File: src/rtl/mesi_pair_pkg.sv
package mesi_pair_pkg;

    typedef enum logic [1:0] {
        ST_I = 2'b00,
        ST_S = 2'b01,
        ST_E = 2'b10,
        ST_M = 2'b11
    } lstate_e;

    typedef enum logic [1:0] {
        EV_PRD = 2'b00,
        EV_PWR = 2'b01,
        EV_XRD = 2'b10,
        EV_XWR = 2'b11
    } event_e;

    typedef enum logic [2:0] {
        ACT_NONE     = 3'd0,
        ACT_FILL_MEM = 3'd1,
        ACT_FILL_L1  = 3'd2,
        ACT_WR_L2    = 3'd3,
        ACT_WB_MEM   = 3'd4,
        ACT_INVAL    = 3'd5
    } act_e;

    // Longest action sequence any event can need.
    localparam int unsigned CORE_STEPS = 2;

    typedef struct packed {
        logic       legal;
        logic [1:0] n_steps;
        act_e       first;
        act_e       second;
        lstate_e    l1_next;
        lstate_e    l2_next;
    } plan_t;

    // True for the pairs an inclusive single-processor hierarchy can hold.
    function automatic logic pair_legal(lstate_e l1, lstate_e l2);
        logic ok;
        case (l2)
            ST_I:    ok = (l1 == ST_I);
            ST_E:    ok = (l1 == ST_I) || (l1 == ST_S);
            ST_M:    ok = (l1 == ST_I) || (l1 == ST_E) || (l1 == ST_M);
            default: ok = 1'b0;
        endcase
        return ok;
    endfunction

    function automatic plan_t make_plan(event_e ev, lstate_e l1, lstate_e l2);
        plan_t p;
        p.legal   = pair_legal(l1, l2);
        p.n_steps = 2'd0;
        p.first   = ACT_NONE;
        p.second  = ACT_NONE;
        p.l1_next = l1;
        p.l2_next = l2;
        if (p.legal) begin
            case (ev)
                EV_PRD: begin
                    if (l1 == ST_I) begin
                        p.n_steps = 2'd1;
                        if (l2 == ST_I) begin
                            p.first   = ACT_FILL_MEM;
                            p.l1_next = ST_S;
                            p.l2_next = ST_E;
                        end else begin
                            p.first   = ACT_FILL_L1;
                            p.l1_next = (l2 == ST_M) ? ST_E : ST_S;
                        end
                    end
                end
                EV_PWR: begin
                    case (l1)
                        ST_S: begin
                            p.n_steps = 2'd1;
                            p.first   = ACT_WR_L2;
                            p.l1_next = ST_E;
                            p.l2_next = ST_M;
                        end
                        ST_E, ST_M: begin
                            p.l1_next = ST_M;
                        end
                        default: begin
                            p.n_steps = 2'd2;
                            p.first   = (l2 == ST_I) ? ACT_FILL_MEM : ACT_FILL_L1;
                            p.second  = ACT_WR_L2;
                            p.l1_next = ST_E;
                            p.l2_next = ST_M;
                        end
                    endcase
                end
                EV_XRD: begin
                    if (l2 == ST_M) begin
                        p.n_steps = 2'd1;
                        p.first   = ACT_WB_MEM;
                        p.l2_next = ST_E;
                        p.l1_next = (l1 == ST_I) ? ST_I : ST_S;
                    end
                end
                default: begin
                    if (l2 != ST_I) begin
                        if (l2 == ST_M) begin
                            p.n_steps = 2'd2;
                            p.first   = ACT_WB_MEM;
                            p.second  = ACT_INVAL;
                        end else begin
                            p.n_steps = 2'd1;
                            p.first   = ACT_INVAL;
                        end
                        p.l1_next = ST_I;
                        p.l2_next = ST_I;
                    end
                end
            endcase
        end
        return p;
    endfunction

endpackage

File: src/rtl/mesi_pair_planner.sv
module mesi_pair_planner
    import mesi_pair_pkg::*;
#(
    parameter int unsigned PLAN_DEPTH = 2,
    localparam int unsigned CNT_W = $clog2(PLAN_DEPTH + 1)
) (
    input  event_e                    ev_kind,
    input  lstate_e                   l1_in,
    input  lstate_e                   l2_in,
    output logic                      legal,
    output logic [CNT_W-1:0]          n_steps,
    output act_e [PLAN_DEPTH-1:0]     steps,
    output lstate_e                   l1_next,
    output lstate_e                   l2_next
);

    plan_t plan;

    always_comb begin
        plan = make_plan(ev_kind, l1_in, l2_in);
    end

    assign legal   = plan.legal;
    assign n_steps = CNT_W'(plan.n_steps);
    assign l1_next = plan.l1_next;
    assign l2_next = plan.l2_next;

    // Slots above the core sequence length are padded with no-op codes.
    for (genvar g = 0; g < PLAN_DEPTH; g++) begin : g_slot
        if (g == 0) begin : g_first
            assign steps[g] = plan.first;
        end else if (g == 1) begin : g_second
            assign steps[g] = plan.second;
        end else begin : g_pad
            assign steps[g] = ACT_NONE;
        end
    end

endmodule

File: src/rtl/mesi_pair_seq.sv
module mesi_pair_seq
    import mesi_pair_pkg::*;
#(
    parameter int unsigned PLAN_DEPTH = 2,
    localparam int unsigned CNT_W = $clog2(PLAN_DEPTH + 1),
    localparam int unsigned IDX_W = $clog2(PLAN_DEPTH)
) (
    input  logic                  clk,
    input  logic                  rst,
    input  logic                  ev_valid,
    input  logic                  legal,
    input  logic [CNT_W-1:0]      n_steps,
    input  act_e [PLAN_DEPTH-1:0] steps,
    input  lstate_e               l1_next,
    input  lstate_e               l2_next,
    input  logic                  act_done,
    output logic                  busy,
    output logic                  act_req,
    output act_e                  act_code,
    output logic                  ev_done,
    output logic                  ev_err,
    output lstate_e               l1_state,
    output lstate_e               l2_state
);

    typedef enum logic {SQ_IDLE, SQ_RUN} seq_e;

    seq_e                  sq_q;
    act_e [PLAN_DEPTH-1:0] plan_q;
    logic [CNT_W-1:0]      cnt_q;
    logic [IDX_W-1:0]      idx_q;
    lstate_e               l1_pend_q;
    lstate_e               l2_pend_q;
    logic                  last_step;

    assign busy      = (sq_q == SQ_RUN);
    assign act_req   = busy;
    assign act_code  = busy ? plan_q[idx_q] : ACT_NONE;
    assign last_step = (CNT_W'(idx_q) + CNT_W'(1)) == cnt_q;

    always_ff @(posedge clk) begin
        if (rst) begin
            sq_q      <= SQ_IDLE;
            plan_q    <= '0;
            cnt_q     <= '0;
            idx_q     <= '0;
            l1_pend_q <= ST_I;
            l2_pend_q <= ST_I;
            l1_state  <= ST_I;
            l2_state  <= ST_I;
            ev_done   <= 1'b0;
            ev_err    <= 1'b0;
        end else begin
            ev_done <= 1'b0;
            ev_err  <= 1'b0;
            case (sq_q)
                SQ_IDLE: begin
                    if (ev_valid) begin
                        if (!legal) begin
                            ev_err <= 1'b1;
                        end else if (n_steps == '0) begin
                            l1_state <= l1_next;
                            l2_state <= l2_next;
                            ev_done  <= 1'b1;
                        end else begin
                            sq_q      <= SQ_RUN;
                            plan_q    <= steps;
                            cnt_q     <= n_steps;
                            idx_q     <= '0;
                            l1_pend_q <= l1_next;
                            l2_pend_q <= l2_next;
                        end
                    end
                end
                default: begin
                    if (act_done) begin
                        if (last_step) begin
                            sq_q     <= SQ_IDLE;
                            l1_state <= l1_pend_q;
                            l2_state <= l2_pend_q;
                            ev_done  <= 1'b1;
                        end else begin
                            idx_q <= idx_q + IDX_W'(1);
                        end
                    end
                end
            endcase
        end
    end

    // a request without acknowledgement is held with the same code.
    assert_req_held_R11: assert property (@(posedge clk) disable iff (rst)
        (act_req && !act_done) |=> (act_req && $stable(act_code)));

    // a live request always carries a real action.
    assert_req_code_R11: assert property (@(posedge clk) disable iff (rst)
        act_req |-> (act_code != ACT_NONE));

    // completion is reported only once the sequencer is free.
    assert_done_free_R11: assert property (@(posedge clk) disable iff (rst)
        ev_done |-> !busy);

    // a rejected entry leaves the committed states alone.
    assert_err_keeps_R10: assert property (@(posedge clk) disable iff (rst)
        ev_err |-> ($stable(l1_state) && $stable(l2_state) && !act_req));

endmodule

File: src/rtl/mesi_pair_ctrl.sv
module mesi_pair_ctrl
    import mesi_pair_pkg::*;
#(
    parameter int unsigned PLAN_DEPTH = 2,
    localparam int unsigned CNT_W = $clog2(PLAN_DEPTH + 1)
) (
    input  logic       clk,
    input  logic       rst,
    input  logic       ev_valid,
    input  logic [1:0] ev_kind,
    input  logic [1:0] ev_l1,
    input  logic [1:0] ev_l2,
    input  logic       act_done,
    output logic       busy,
    output logic       act_req,
    output logic [2:0] act_code,
    output logic       ev_done,
    output logic       ev_err,
    output logic [1:0] l1_state,
    output logic [1:0] l2_state
);

    initial begin
        if (PLAN_DEPTH < CORE_STEPS) $error("PLAN_DEPTH below the longest sequence");
    end

    logic                  p_legal;
    logic [CNT_W-1:0]      p_cnt;
    act_e [PLAN_DEPTH-1:0] p_steps;
    lstate_e               p_l1;
    lstate_e               p_l2;
    act_e                  code_e;
    lstate_e               l1_e;
    lstate_e               l2_e;

    mesi_pair_planner #(.PLAN_DEPTH(PLAN_DEPTH)) u_plan (
        .ev_kind (event_e'(ev_kind)),
        .l1_in   (lstate_e'(ev_l1)),
        .l2_in   (lstate_e'(ev_l2)),
        .legal   (p_legal),
        .n_steps (p_cnt),
        .steps   (p_steps),
        .l1_next (p_l1),
        .l2_next (p_l2)
    );

    mesi_pair_seq #(.PLAN_DEPTH(PLAN_DEPTH)) u_seq (
        .clk      (clk),
        .rst      (rst),
        .ev_valid (ev_valid),
        .legal    (p_legal),
        .n_steps  (p_cnt),
        .steps    (p_steps),
        .l1_next  (p_l1),
        .l2_next  (p_l2),
        .act_done (act_done),
        .busy     (busy),
        .act_req  (act_req),
        .act_code (code_e),
        .ev_done  (ev_done),
        .ev_err   (ev_err),
        .l1_state (l1_e),
        .l2_state (l2_e)
    );

    assign act_code = code_e;
    assign l1_state = l1_e;
    assign l2_state = l2_e;

    // the outer level never holds the shared state.
    assert_l2_not_s_R9: assert property (@(posedge clk) disable iff (rst)
        l2_state != ST_S);

    // inclusion, the inner copy needs an outer copy.
    assert_inclusive_R9: assert property (@(posedge clk) disable iff (rst)
        (l1_state != ST_I) |-> (l2_state != ST_I));

    // a modified inner copy needs a modified outer copy.
    assert_m_pair_R9: assert property (@(posedge clk) disable iff (rst)
        (l1_state == ST_M) |-> (l2_state == ST_M));

    // committed states do not move while actions are in flight.
    assert_hold_busy_R11: assert property (@(posedge clk) disable iff (rst)
        (busy && $past(busy)) |-> ($stable(l1_state) && $stable(l2_state)));

endmodule

File: config.mk
export PLATFORM = sky130hd
export DESIGN_NAME = mesi_pair_ctrl
export DESIGN_NICKNAME = d
export VERILOG_FILES = /design/src/rtl/mesi_pair_pkg.sv /design/src/rtl/mesi_pair_planner.sv /design/src/rtl/mesi_pair_seq.sv /design/src/rtl/mesi_pair_ctrl.sv
export SDC_FILE = /design/constraint.sdc
export NUM_CORES = 1
export LEC_CHECK = 0
export BUFFER_PORTS_ARGS = -buffer_cell sky130_fd_sc_hd__clkbuf_2
export CORE_AREA = 2 2 54 56
export DETAILED_ROUTE_END_ITERATION = 12
export DIE_AREA = 0 0 56 58
export PLACE_DENSITY_LB_ADDON = 0.05
export SETUP_SLACK_MARGIN = 0.15
export SKIP_CTS_REPAIR_TIMING = 1
export SLEW_MARGIN = 5
export SYNTH_ARGS = -nofsm -noshare
export SYNTH_HDL_FRONTEND = slang
export SYNTH_SLANG_ARGS = --single-unit
File: constraint.sdc
create_clock -name clk -period 2.3 [get_ports clk]
set_clock_uncertainty 0.15 [all_clocks]
set_input_delay 0.115 -clock clk [delete_from_list [all_inputs] [get_ports clk]]
set_output_delay 0.115 -clock clk [all_outputs]
set_load 0.005 [all_outputs]
==> impl_results.md <==
- Die height: 58 um
- Row cnt: 19
- Unique masters post-synth: 48
- Initial Utilization: 53.4%
- TritonRoute pass-1 iters: 5
- DP HPWL: 2400 um
- LEAKAGE: 0.626 nW
- Mapped Area: 1420 sq um
- HP Class: input port to flip-flop
- Final Cell Area: 1560 sq um
- R2R Setup Slk: 0.39 ns
- Port bufs: 20
- PD cells: 470 nW/um^2
- Max-slew violations: 0
- DIE AREA: 3250 sq um
- GRT overflow: 0
- Placed Cells: 207
- Core area: 2660 sq um
- Crit-path max FO: 14
- DR DRC count: 0
- Count of flip-flops with a built-in enable after synthesis: 0
- Synthesis-to-finish area growth: 9.42%
- Io pins: 21
- Fill count: 265
- Largest net degree at the start of global routing: 21
- Worst-path clk slew: 0.11 ns
- Die width: 56 um
- Routed WL: 3110 um
- Clk buf depth: 2
- Drt wl/cell: 14.7 um
- CP startpoint kind: flip-flop
- Post-Syn Nets: 179
- Final ANT Viol Nets: 0
- Clock power share: 26.9%
- Diode count: 0
- Yosys reg bits: 20
- Layout cells sized above 1: 26.1%
- Setup TNS: 0 ns
- FFs w/ async S/R, synth: 0%
- Crit path capture type: flip-flop
- GPL Wtd Cong: 0.825
- Sequential cell area: 400 sq um
- Switching Power: 212 uW
- Tot Pwr: 731 uW
- RSZ-0062 raised after global routing: false
- Fin. Hold Viols: 0
- Peak supply drop: 643 uV
- CTS tree: yes
- Vias in the first global route: 1191
- Area of the multi-input gates: 901 sq um
- Internal power: 519 uW
- Vias/cell: 5.82
- Global-route usage over all layers: 20.5%
- WS Path Type: flip-flop to flip-flop
- Synth Flop Type: dfxtp_1
- # H-tree levels: 1
- Synth warn: 0
- Initial antenna violation count: 0
- Sw Share: 29.0%
- Sequential area share after synthesis: 28.2%
- Final #Nets: 197
- CTS sink cnt: 20
- Fmax: 0.524 GHz
- Flop pwr share: 49.7%
- Post-Synthesis Cells: 163
- Worst Max-Slew Pin Slew: 0.713 ns
- Relative slew slack: 52.3%
- Vias: 1228
- CTS buffer count: 3
- Drt initial violations: 36
- Comb pwr share: 23.4%
- Min Clock Period, post-route: 1.91 ns
- Data arrival, critical path: 1.93 ns
- Critical path required time: 2.32 ns
- First-pass GRT wire length: 5330 um
- Setup WS pre-CTS: 0.102 ns
- Avg Synthesized Cell Area: 8.72 sq um
- Setup violators final: 0
- PnR worst setup slack: 0.390 ns
- Run status: finished clean
- Max-cap violations: 0
- Non-filler instance count after layout: 211
- Latest clock arrival within the worst-skew pair: 0.29 ns
- Fin crit share: 83.0%
- Post-DP Area: 1520 sq um
- Root Buffer: clkbuf_4
## layer usage
metal  share of wire (%)  GRT usage, %  wire length (um)
met1                  46          26.5              1420
met2                  50          35.5              1570
met3                 3.3          4.02               103
met4                0.55          5.10                17
met5                   0             0                 0
## final cells by class
type	instances	share of cell area [%]
clock buffers	4	2.33
multi-input cells	121	57.9
inverters	9	2.17
repair buffers	26	9.33
flip-flops and latches	20	25.7
well taps	31	2.49
## logic make-up after synthesis
group	share of synthesized area, %
AO/OA/AOI/OAI	26.4
XOR/XNOR	0.616
adder cells (fa/ha/maj)	5.28
buffers and inverters	8.45
flip-flops	28.2
multiplexers	8.63
AND/OR/NAND/NOR	22.4
## registers in the layout, indices dropped and copies added (netlist names)
signal,flops
u_seq.l1_pend_q,2
u_seq.cnt_q,2
u_seq.l2_pend_q,2
u_seq.ev_done,1
u_seq.l1_state,2
u_seq.idx_q,1
u_seq.ev_err,1
u_seq.l2_state,2
u_seq.act_req,1
u_seq.plan_q,6
## power groups by stage
stage | registers (mW) | logic (mW) | clock network (mW)
after floorplan | 0.368 | 0.129 | 0
after global placement | 0.371 | 0.167 | 0
after detailed placement | 0.371 | 0.170 | 0
after CTS | 0.363 | 0.171 | 0.204
after global routing | 0.365 | 0.189 | 0.219
final | 0.363 | 0.171 | 0.197
## synth_stat cells (3+ instances only)
library cell  instances  area (sq um)
a21oi_1              10          50.1
nor2_1               17          63.8
buf_6                 3          33.8
dfxtp_1              20           400
ha_1                  6          75.1
inv_1                 8          30.0
mux2i_1              10           100
nand2b_1              5          31.3
nand3_1               4          20.0
nor3_1                7          35.0
o21ai_0               9          45.0
nand2_1               7          26.3
buf_2                 6          30.0
o31ai_1               3          22.5
nor2b_1               3          18.8
## cell usage in the layout (no fill, tap or decap), types with 2 or more instances in the layout
cell type   n
nor2b_1     3
o41ai_2     2
clkbuf_2   20
or3b_1      2
a211oi_2    2
ha_1        6
nand3_1     4
clkbuf_4    3
o21ai_0     9
or3_1       2
nand4_1     2
and3b_1     2
inv_1       8
nand2b_1    5
o31ai_1     3
nor4_1      2
a21oi_1    10
nand2_1     7
buf_4       6
mux2i_1    10
a31oi_1     2
mux2_2      2
nor3_1      7
dfxtp_1    20
o221ai_1    2
nor2_1     17
## path summary, 6_finish.rpt
path / start / to / depth (start not counted)
hold reg to reg: u_seq.plan_q[4] / u_seq.plan_q[4] / 2
setup / recovery: u_seq.act_req / u_seq.plan_q[2] / 5
setup reg to reg: u_seq.act_req / u_seq.plan_q[2] / 5
hold / removal: ev_valid / u_seq.act_req / 3
## per-stage QoR
step           utilization, %  hold WS, ns
6_report                 58.4       0.0616
5_1_grt                  58.4       0.0741
4_1_cts                  58.4       0.0477
3_5_place_dp             57.0        0.312
3_3_place_gp             57.0        0.295
2_1_floorplan               -       0.0658
## worst max-delay path, stage by stage, from the launching register on
cell      delay (ns)
dfxtp_1         0.43
clkinv_1        0.09
nand2_1         0.14
a211oi_4        0.66
mux2i_1         0.26
nor2_1          0.06
(Power assumes the default switching activity.)
